### src/rtl/dsg_pkg.sv
package dsg_pkg;
   typedef enum logic [1:0] {
      REG_KEY  = 2'd0,
      REG_ARM  = 2'd1,
      REG_CFG  = 2'd2,
      REG_STAT = 2'd3
   } reg_sel_e;

   typedef enum logic {
      UL_IDLE  = 1'b0,
      UL_ARMED = 1'b1
   } unlock_st_e;

   localparam logic [31:0] DEF_PASS_KEY = 32'hAA55_55AA;
   localparam logic [31:0] DEF_ARM_KEY  = 32'h55AA_AA55;
endpackage

### src/rtl/dsg_unlock.sv
module dsg_unlock
   import dsg_pkg::*;
#(
   parameter int          DATA_W   = 32,
   parameter logic [31:0] PASS_KEY = DEF_PASS_KEY,
   parameter logic [31:0] ARM_KEY  = DEF_ARM_KEY
) (
   input  logic              clk,
   input  logic              rst_n,
   input  logic              wr,
   input  logic [1:0]        addr,
   input  logic [DATA_W-1:0] wdata,
   output logic              fire
);
   unlock_st_e st_q;
   logic key_hit;
   logic arm_hit;

   assign key_hit = wr && (addr == REG_KEY) && (wdata == DATA_W'(PASS_KEY));
   assign arm_hit = wr && (addr == REG_ARM) && (wdata == DATA_W'(ARM_KEY));
   assign fire    = (st_q == UL_ARMED) && arm_hit;

   always_ff @(posedge clk or negedge rst_n) begin
      if (!rst_n) begin
         st_q <= UL_IDLE;
      end else if (wr) begin
         if (st_q == UL_ARMED) st_q <= UL_IDLE;
         else if (key_hit)     st_q <= UL_ARMED;
      end
   end
endmodule

### src/rtl/dsg_sticky.sv
module dsg_sticky #(
   parameter int N = 6
) (
   input  logic         clk,
   input  logic         rst_n,
   input  logic [N-1:0] set,
   input  logic [N-1:0] clr,
   output logic [N-1:0] q
);
   for (genvar i = 0; i < N; i++) begin : g_bit
      always_ff @(posedge clk or negedge rst_n) begin
         if (!rst_n)      q[i] <= 1'b0;
         else if (set[i]) q[i] <= 1'b1;
         else if (clr[i]) q[i] <= 1'b0;
      end
   end
endmodule

### src/rtl/dsleep_gate.sv
module dsleep_gate
   import dsg_pkg::*;
#(
   parameter int          DATA_W   = 32,
   parameter int          N_WAKE   = 6,
   parameter int          N_RST    = 6,
   parameter int          RST_LSB  = 8,
   parameter int          MODE_POS = 16,
   parameter int          WKU_POS  = 31,
   parameter int          ANA_IDX  = 3,
   parameter logic [31:0] PASS_KEY = DEF_PASS_KEY,
   parameter logic [31:0] ARM_KEY  = DEF_ARM_KEY
) (
   input  logic              clk,
   input  logic              rst_n,
   input  logic              bus_wr,
   input  logic [1:0]        bus_addr,
   input  logic [DATA_W-1:0] bus_wdata,
   output logic [DATA_W-1:0] bus_rdata,
   input  logic              mode_pin,
   input  logic              vdcin_drop,
   input  logic              vdd_drop,
   input  logic [N_WAKE-2:0] wake_evt,
   input  logic [N_RST-1:0]  rst_evt,
   output logic              sleep_req,
   output logic [DATA_W-1:0] status_o
);
   localparam int N_EVT = N_WAKE - 1;

   if (RST_LSB < N_WAKE) begin : g_bad_rst
      $error("reset-cause field overlaps wake field");
   end
   if (MODE_POS < RST_LSB + N_RST || MODE_POS >= DATA_W) begin : g_bad_mode
      $error("mode bit position out of range");
   end
   if (WKU_POS >= DATA_W || ANA_IDX < 1 || ANA_IDX >= N_WAKE) begin : g_bad_misc
      $error("pending bit or analog index out of range");
   end

   logic              fire;
   logic              grant;
   logic [1:0]        cfg_q;
   logic              sleep_q;
   logic              supply_nd;
   logic [N_WAKE-1:0] wake_hit;
   logic              wake_any;
   logic [N_WAKE-1:0] wake_q;
   logic [N_RST-1:0]  rst_q;
   logic              wku_q;
   logic              stat_wr;
   logic              wku_clr;

   dsg_unlock #(
      .DATA_W(DATA_W), .PASS_KEY(PASS_KEY), .ARM_KEY(ARM_KEY)
   ) u_unlock (
      .clk(clk), .rst_n(rst_n), .wr(bus_wr), .addr(bus_addr),
      .wdata(bus_wdata), .fire(fire)
   );

   assign grant = fire && mode_pin && !wku_q
                  && (cfg_q[0] || vdcin_drop) && (cfg_q[1] || vdd_drop);

   assign supply_nd = (!cfg_q[0] && !vdcin_drop) || (!cfg_q[1] && !vdd_drop);

   assign wake_hit[0] = sleep_q && !mode_pin;
   for (genvar i = 1; i < N_WAKE; i++) begin : g_wake
      if (i == ANA_IDX) begin : g_ana
         assign wake_hit[i] = sleep_q && (wake_evt[i-1] || supply_nd);
      end else begin : g_plain
         assign wake_hit[i] = sleep_q && wake_evt[i-1];
      end
   end
   assign wake_any = |wake_hit;

   always_ff @(posedge clk or negedge rst_n) begin
      if (!rst_n)        sleep_q <= 1'b0;
      else if (wake_any) sleep_q <= 1'b0;
      else if (grant)    sleep_q <= 1'b1;
   end

   always_ff @(posedge clk or negedge rst_n) begin
      if (!rst_n)                                cfg_q <= 2'b00;
      else if (bus_wr && bus_addr == REG_CFG)    cfg_q <= bus_wdata[1:0];
   end

   assign stat_wr = bus_wr && (bus_addr == REG_STAT);
   assign wku_clr = bus_wr && (bus_addr == REG_ARM) && bus_wdata[WKU_POS]
                    && (bus_wdata != DATA_W'(ARM_KEY));

   dsg_sticky #(.N(N_WAKE)) u_wake_st (
      .clk(clk), .rst_n(rst_n), .set(wake_hit),
      .clr(stat_wr ? bus_wdata[N_WAKE-1:0] : '0), .q(wake_q)
   );

   dsg_sticky #(.N(N_RST)) u_rst_st (
      .clk(clk), .rst_n(rst_n), .set(rst_evt),
      .clr(stat_wr ? bus_wdata[RST_LSB +: N_RST] : '0), .q(rst_q)
   );

   dsg_sticky #(.N(1)) u_wku (
      .clk(clk), .rst_n(rst_n), .set(wake_any), .clr(wku_clr), .q(wku_q)
   );

   always_comb begin
      status_o                     = '0;
      status_o[N_WAKE-1:0]         = wake_q;
      status_o[RST_LSB +: N_RST]   = rst_q;
      status_o[MODE_POS]           = mode_pin;
   end

   always_comb begin
      bus_rdata = '0;
      case (bus_addr)
         REG_ARM:  bus_rdata[WKU_POS] = wku_q;
         REG_CFG:  bus_rdata[1:0]     = cfg_q;
         REG_STAT: bus_rdata          = status_o;
         default:  bus_rdata          = '0;
      endcase
   end

   assign sleep_req = sleep_q;
endmodule

### config.mk
export PLATFORM = sky130hd
export DESIGN_NAME = dsleep_gate
export DESIGN_NICKNAME = d
export VERILOG_FILES = /design/src/rtl/dsg_pkg.sv /design/src/rtl/dsg_unlock.sv /design/src/rtl/dsg_sticky.sv /design/src/rtl/dsleep_gate.sv
export SDC_FILE = /design/constraint.sdc
export NUM_CORES = 1
export LEC_CHECK = 0
export BUFFER_PORTS_ARGS = -buffer_cell sky130_fd_sc_hd__buf_2
export CORE_UTILIZATION = 34
export CTS_BUF_LIST = sky130_fd_sc_hd__clkbuf_8 sky130_fd_sc_hd__clkbuf_16
export DETAILED_ROUTE_END_ITERATION = 7
export HOLD_SLACK_MARGIN = 0.12
export PLACE_DENSITY = 0.74
export REMOVE_ABC_BUFFERS = 1
export SYNTH_ARGS = -nofsm -noshare
export SYNTH_HDL_FRONTEND = slang
export SYNTH_SLANG_ARGS = --single-unit
### constraint.sdc
create_clock -name clk -period 1.1 [get_ports clk]
set_input_delay 0.055 -clock clk [delete_from_list [all_inputs] [get_ports clk]]
set_output_delay 0.055 -clock clk [all_outputs]
set_load 0.01 [all_outputs]
==> results of run 1 <==
worst max-delay path: cells and delay by family, from the launching register on:
kind / cells / cell delay, ns
AO/OA/AOI/OAI: 1 / 0.27
flip-flops: 1 / 0.39
AND/OR/NAND/NOR: 2 / 0.41
cell usage in the layout, fill, tap and decap left out, types with 3 or more instances in the layout:
| cell type | instances |
|---|---|
| o21ai_0 | 3 |
| nand2_1 | 21 |
| and3_1 | 12 |
| buf_2 | 78 |
| a21o_1 | 6 |
| a22o_1 | 3 |
| buf_4 | 7 |
| dlygate4sd3_1 | 27 |
| nor4bb_1 | 10 |
| dfrtp_1 | 17 |
| nor2b_1 | 3 |
| clkbuf_8 | 3 |
| conb_1 | 37 |
cells in the mapped netlist, types with 2 or more instances:
| library cell | n | share of area (%) |
|---|---|---|
| mux2_2 | 2 | 1.7 |
| buf_4 | 38 | 22 |
| nand4_1 | 2 | 0.94 |
| clkbuf_1 | 2 | 0.57 |
| a22o_1 | 3 | 2.0 |
| mux2i_1 | 2 | 1.5 |
| and3b_1 | 2 | 1.3 |
| nand4b_1 | 2 | 1.3 |
| o21ai_0 | 3 | 1.1 |
| nor2b_1 | 3 | 1.4 |
| buf_2 | 2 | 0.75 |
| nand3_1 | 2 | 0.75 |
| nor4b_1 | 3 | 2.0 |
| a21o_1 | 6 | 3.4 |
| and3_1 | 12 | 5.7 |
| nand2_1 | 21 | 5.9 |
| nor4bb_1 | 10 | 7.5 |
| dfrtp_1 | 17 | 32 |
| inv_1 | 2 | 0.57 |
per-layer routing:
metal  global-route usage [%]  vias up
li1                         -      672
met2                     37.9       76
met3                     5.63        2
met1                     22.5      633
met4                     3.33        0
met5                        0        -
metrics by stage:
stage	utilization (%)	setup TNS, ns	instances	power, mW
after CTS	53.6	-0.0119	302	1.60
after floorplan	-	-0.00312	139	0.842
after detailed placement	44.7	-0.0444	271	1.04
final	54.2	-0.0906	303	1.60
after global routing	54.2	-0.319	303	1.68
after global placement	44.7	0	271	1.04
worst max path at each step:
| stage | slack, ns | end | startpoint | depth (start not counted) |
|---|---|---|---|---|
| after floorplan | -0.003 | sleep_req$_DFFE_PN0P_ | sleep_req$_DFFE_PN0P_ | 3 |
| after global placement | 0.01 | sleep_req$_DFFE_PN0P_ | wake_evt[3] | 5 |
| after detailed placement | -0.04 | u_unlock.st_q$_DFFE_PN0P_ | u_unlock.st_q$_DFFE_PN0P_ | 3 |
| after CTS | -0.01 | sleep_req$_DFFE_PN0P_ | sleep_req$_DFFE_PN0P_ | 3 |
| after global routing | -0.18 | sleep_req$_DFFE_PN0P_ | u_unlock.st_q$_DFFE_PN0P_ | 5 |
| final | -0.06 | u_unlock.st_q$_DFFE_PN0P_ | u_unlock.st_q$_DFFE_PN0P_ | 3 |
power groups by stage:
stage	Sequential, mW	Clock [mW]	Combinational (mW)
after detailed placement	0.680	0	0.365
after global routing	0.674	0.508	0.499
final	0.672	0.471	0.456
after CTS	0.668	0.486	0.443
after floorplan	0.680	0	0.162
after global placement	0.678	0	0.363
cell families after synthesis:
kind of cell / Yosys count / share of synthesized area, %
simple gates: 63 / 31.7
buf+inv: 45 / 23.8
flops: 17 / 32.1
compound gates: 16 / 8.96
mux: 4 / 3.21
other cells: 1 / 0.283
layout make-up:
type | count | area (sq um) | area share, %
Multi-Input combinational cell | 120 | 747 | 37.4
Timing Repair Buffer | 112 | 713 | 35.7
Sequential cell | 17 | 425 | 21.3
Tap cell | 48 | 60.1 | 3.00
Clock buffer | 3 | 41.3 | 2.07
Inverter | 2 | 7.51 | 0.375
Clock inverter | 1 | 5.00 | 0.250
sequential cells by signal (all words and copies together) (netlist names):
| signal | count |
|---|---|
| u_wku.q | 1 |
| u_unlock.st_q | 1 |
| cfg_q | 2 |
| sleep_req | 1 |
| u_rst_st.q | 6 |
| u_wake_st.q | 6 |
timing repair:
action                                 in CTS  in global routing
setup endpoints to repair                   2                  6
hold buffers                               27                  0
pin swaps                                   1                  2
setup buffers                               0                  1
endpoints found under the hold margin      34                  0
resized for setup                           2                  2
==> results.tsv, run 1 <==
metric	value	unit
global route overflow	0	
hold path endpoint	sleep_req$_DFFE_PN0P_	
Net Switching	0.472	mW
worst reg-to-reg path cell count	3	
Root Buffer	clkbuf_8	
core area	3690	sq um
worst setup path category	reg2reg	
Antenna Violating Nets Remaining	0	
Crit Reg-Reg Startpoint	u_unlock.st_q$_DFFE_PN0P_	
number of synthesized flops with an enable pin	0	
dpl ws	-0.0375	ns
Residual DRC	0	
outcome	complete, but fails checks	
worst-skew pair later-pin latency	0.25	ns
Post-Route Skew	0.00429	ns
startpoint types	flip-flop	
internal reg-to-reg setup slack	-0.06	ns
Yosys reg bits	17	
Clk pwr share	29.4	%
failing checks	setup timing	
placement-stage cell area	1650	sq um
Post-Route WL	4040	um
CTS sink count	17	
peak supply drop	556	uV
DRT iter0 DRCs	46	
post-DP HPWL	2920	um
wire length on met2	2090	um
Finish-stage setup viols	2	
yosys warns	0	
CP Cell Sequence	nor4b_2 > nand4_1 > o32ai_2	
Seq/Total Area, Yosys	32.1	%
Final nets	307	
die area	4150	sq um
maxcap violations	0	
H-tree Lvls	1	
Gate power share	28.5	%
hold crit path type	in2reg	
wire length per cell	13.3	um
largest net degree at the start of global routing	18	
Tot GR Track Use	20.1	%
internal power	1.13	mW
register clock-pin slew on the reported worst setup and hold paths	0.07	ns
DR top layer	met4	
worst reg2reg endpoint	u_unlock.st_q$_DFFE_PN0P_	
Hold Startpoint	bus_wdata[29]	
first-pass iteration count of the detailed router	4	
antenna violations before repair	0	
row count	22	
Leak	1.05	nW
synthesized instance count	146	
M1 WL	1590	um
Die Span X	64.5	um
Bufs on Longest Clock Path	2	
Die Ht	64.5	um
Critical Path Fanout Max	2	
Async SR Flop Fraction	100	%
Setup WS post-layout	-0.0608	ns
Syn-to-layout area delta	50.8	%
CTS Buf Count	3	
Worst EP arrival	1.32	ns
Synth Area per Inst	9.08	sq um
Hold Crit Depth	4	
Netlist Area Pre-Place	1330	sq um
Power Density	800	nW/um^2
sw frac	29.5	%
# fillers	354	
Initial Util	36.0	%
finished layout cell area	2000	sq um
top_reg_cell synth	dfrtp_1	
GP Congestion	0.815	
RSZ-0062 raised after global routing	yes	
DR vias	1383	
WP data required	1.26	ns
share of layout cells above drive strength 1	38.4	%
I/O Buffers	78	
ANT cells	0	
max incr delay on CP	0.39	ns
final worst path period share	106	%
Max stage delay cell, worst path	dfrtp_1	
WL met3	348	um
I/O pin cnt	116	
CTS tree	done	
first-pass GRT wire length	6300	um
vias in the first global route	1376	
distinct cell type count of the synthesized netlist	31	
fin crit period	1.16	ns
Pins Over Slew Limit	0	
worst hold margin	0.101	ns
Worst setup EP type	flip-flop	
Vias/cell	4.56	
fmax	861	MHz
final hold violations	0	
sequential share of power	42.0	%
Note: power is estimated with default switching activity, not from simulation.
==> inputs of run 2 (changes only) <==
--- a/config.mk
+++ b/config.mk
@@ -12,6 +12,7 @@
 export HOLD_SLACK_MARGIN = 0.12
 export PLACE_DENSITY = 0.74
 export REMOVE_ABC_BUFFERS = 1
+export SKIP_CTS_REPAIR_TIMING = 1
 export SYNTH_ARGS = -nofsm -noshare
 export SYNTH_HDL_FRONTEND = slang
 export SYNTH_SLANG_ARGS = --single-unit
==> run 2 against run 1 <==
The flow still finishes with violations (setup timing). Sequential power about the same. First-iteration DRC count down 15%. Clock power down 0.8%. Count of clock-buffer cells in the layout unchanged. Routed wire length down 4.7%. Register-to-register slack worse by 0.02 ns. Cell area down 6.2%. Global-route usage down 2.4 points. Worst setup slack worse by 0.016 ns. Maximum frequency down 1.4%. Via count down 4.0%. Combinational power down 7.9%. Critical path type unchanged. Critical endpoint unchanged.
==> results.tsv, run 2 (synthesized netlist as in run 1, its figures left out) <==
metric	value	unit
Hold Crit Depth	3	
Worst Path Buf+Inv	0	
first-pass GRT wire length	5580	um
CP Depth	3	
Final nets	296	
Power Density	831	nW/um^2
largest registers	u_rst_st.q (6), u_wake_st.q (6), cfg_q (2)	
Post-Route Skew	0.00375	ns
worst setup path category	reg2reg	
final hold violations	0	
CTS tree	done	
maxcap violations	0	
peak supply drop	552	uV
post-placement cell count	271	
Worst setup EP type	flip-flop	
Die Ht	64.5	um
post-DP HPWL	2920	um
hold crit path type	in2reg	
Net Switching	0.459	mW
Final Non-Filler Cells	292	
Pins Over Slew Limit	0	
Gate power share	27.0	%
Post-Route WL	3860	um
CTS sink count	17	
Antenna Violating Nets Remaining	0	
DRT iter0 DRCs	39	
largest net degree at the start of global routing	18	
outcome	complete, but fails checks	
first-pass iteration count of the detailed router	4	
Worst EP arrival	1.33	ns
Leak	0.999	nW
CP Cell Sequence	nor4b_1 > nand4_1 > o32ai_1	
sw frac	29.4	%
sequential share of power	43.1	%
internal power	1.10	mW
CTS Buf Count	3	
Setup TNS	-0.0816	ns
final worst path period share	107	%
I/O Buffers	78	
H-tree Lvls	1	
max incr delay on CP	0.38	ns
Finish-stage setup viols	2	
commonest cells after routing, fill and taps aside	78 x buf_2, 37 x conb_1, 21 x nand2_1, 17 x dfrtp_1, 16 x dlygate4sd3_1	
Tot GR Track Use	17.7	%
Bufs on Longest Clock Path	2	
Vias/cell	4.54	
vias in the first global route	1197	
Root Buffer	clkbuf_8	
global route overflow	0	
startpoint types	flip-flop	
Residual DRC	0	
delay-heaviest family, CP	simple AND/OR/NAND/NOR gates	
fmax	850	MHz
RSZ-0062 raised after global routing	yes	
Layout Utilization	50.8	%
WP data required	1.25	ns
row count	22	
Die Span X	64.5	um
I/O pin cnt	116	
share of layout cells above drive strength 1	39.3	%
wire length per cell	13.2	um
worst-skew pair later-pin latency	0.25	ns
worst hold margin	0.0979	ns
Max stage delay cell, worst path	dfrtp_1	
Pwr Total	1.56	mW
worst reg-to-reg path cell count	3	
ANT cells	0	
internal reg-to-reg setup slack	-0.08	ns
failing checks	setup timing	
Critical Path Fanout Max	2	
Initial Util	36.0	%
fin crit period	1.18	ns
Clk pwr share	29.9	%
register clock-pin slew on the reported worst setup and hold paths	0.06	ns
die area	4150	sq um
Syn-to-layout area delta	41.4	%
core area	3690	sq um
antenna violations before repair	0	
Setup WS post-layout	-0.0768	ns
commonest non-fill, non-tap cell in the layout	buf_2	
GP Congestion	0.815	
DR vias	1327	
[run 2: cell types whose count changed in the layout (fill, tap and decap cells not counted)]
cell	change
dlygate4sd3_1	-11
nor4b_1	+1
nor4b_2	-1
o32ai_1	+1
o32ai_2	-1
[run 2: worst register-to-register path: stages (launching register included)]
cell     delay [ns]
dfrtp_1        0.38
nor4b_1        0.28
nand4_1        0.13
o32ai_1        0.29
[run 2: metrics by stage]
step | instance area (sq um) | worst slack, ns
6_report | 1880 | -0.0768
5_1_grt | 1880 | -0.160
4_1_cts | 1700 | -0.0514
3_5_place_dp | 1650 | -0.0375
3_3_place_gp | 1650 | 0.0130
2_1_floorplan | 1150 | -0.00312
[run 2: path summary, 6_finish.rpt]
check,from,endpoint
min in group asynchronous,rst_n,u_wake_st.q[0]$_DFFE_PN0P_
worst max-delay path,u_unlock.st_q$_DFFE_PN0P_,u_unlock.st_q$_DFFE_PN0P_
worst max register to register,u_unlock.st_q$_DFFE_PN0P_,u_unlock.st_q$_DFFE_PN0P_
worst min register to register,u_rst_st.q[3]$_DFFE_PN0P_,u_rst_st.q[3]$_DFFE_PN0P_
max in group asynchronous,rst_n,u_unlock.st_q$_DFFE_PN0P_
worst min-delay path,bus_wdata[12],u_rst_st.q[4]$_DFFE_PN0P_
[run 2: area by class of cell]
cell class,count,area [sq um]
Clock buffer,3,41.3
Clock inverter,1,5.00
Fill cell,369,1810
Inverter,2,7.51
Multi-Input combinational cell,120,733
Sequential cell,17,425
Tap cell,48,60.1
Timing Repair Buffer,101,603
[run 2: metal layers]
| layer | part of all wire, % | vias up | track usage (%) |
|---|---|---|---|
| met4 | 1.2 | 0 | 4.44 |
| met3 | 8.2 | 4 | 6.16 |
| met2 | 50 | 72 | 30.3 |
| met5 | 0 | - | 0 |
| met1 | 41 | 603 | 21.2 |
| li1 | - | 648 | - |
[run 2: power groups by stage]
stage                     sequential (mW)  combinational (mW)  clock, mW
after global routing                0.674               0.464      0.508
after detailed placement            0.680               0.365          0
after CTS                           0.667               0.367      0.486
after global placement              0.678               0.363          0
final                               0.672               0.420      0.467
after floorplan                     0.680               0.162          0
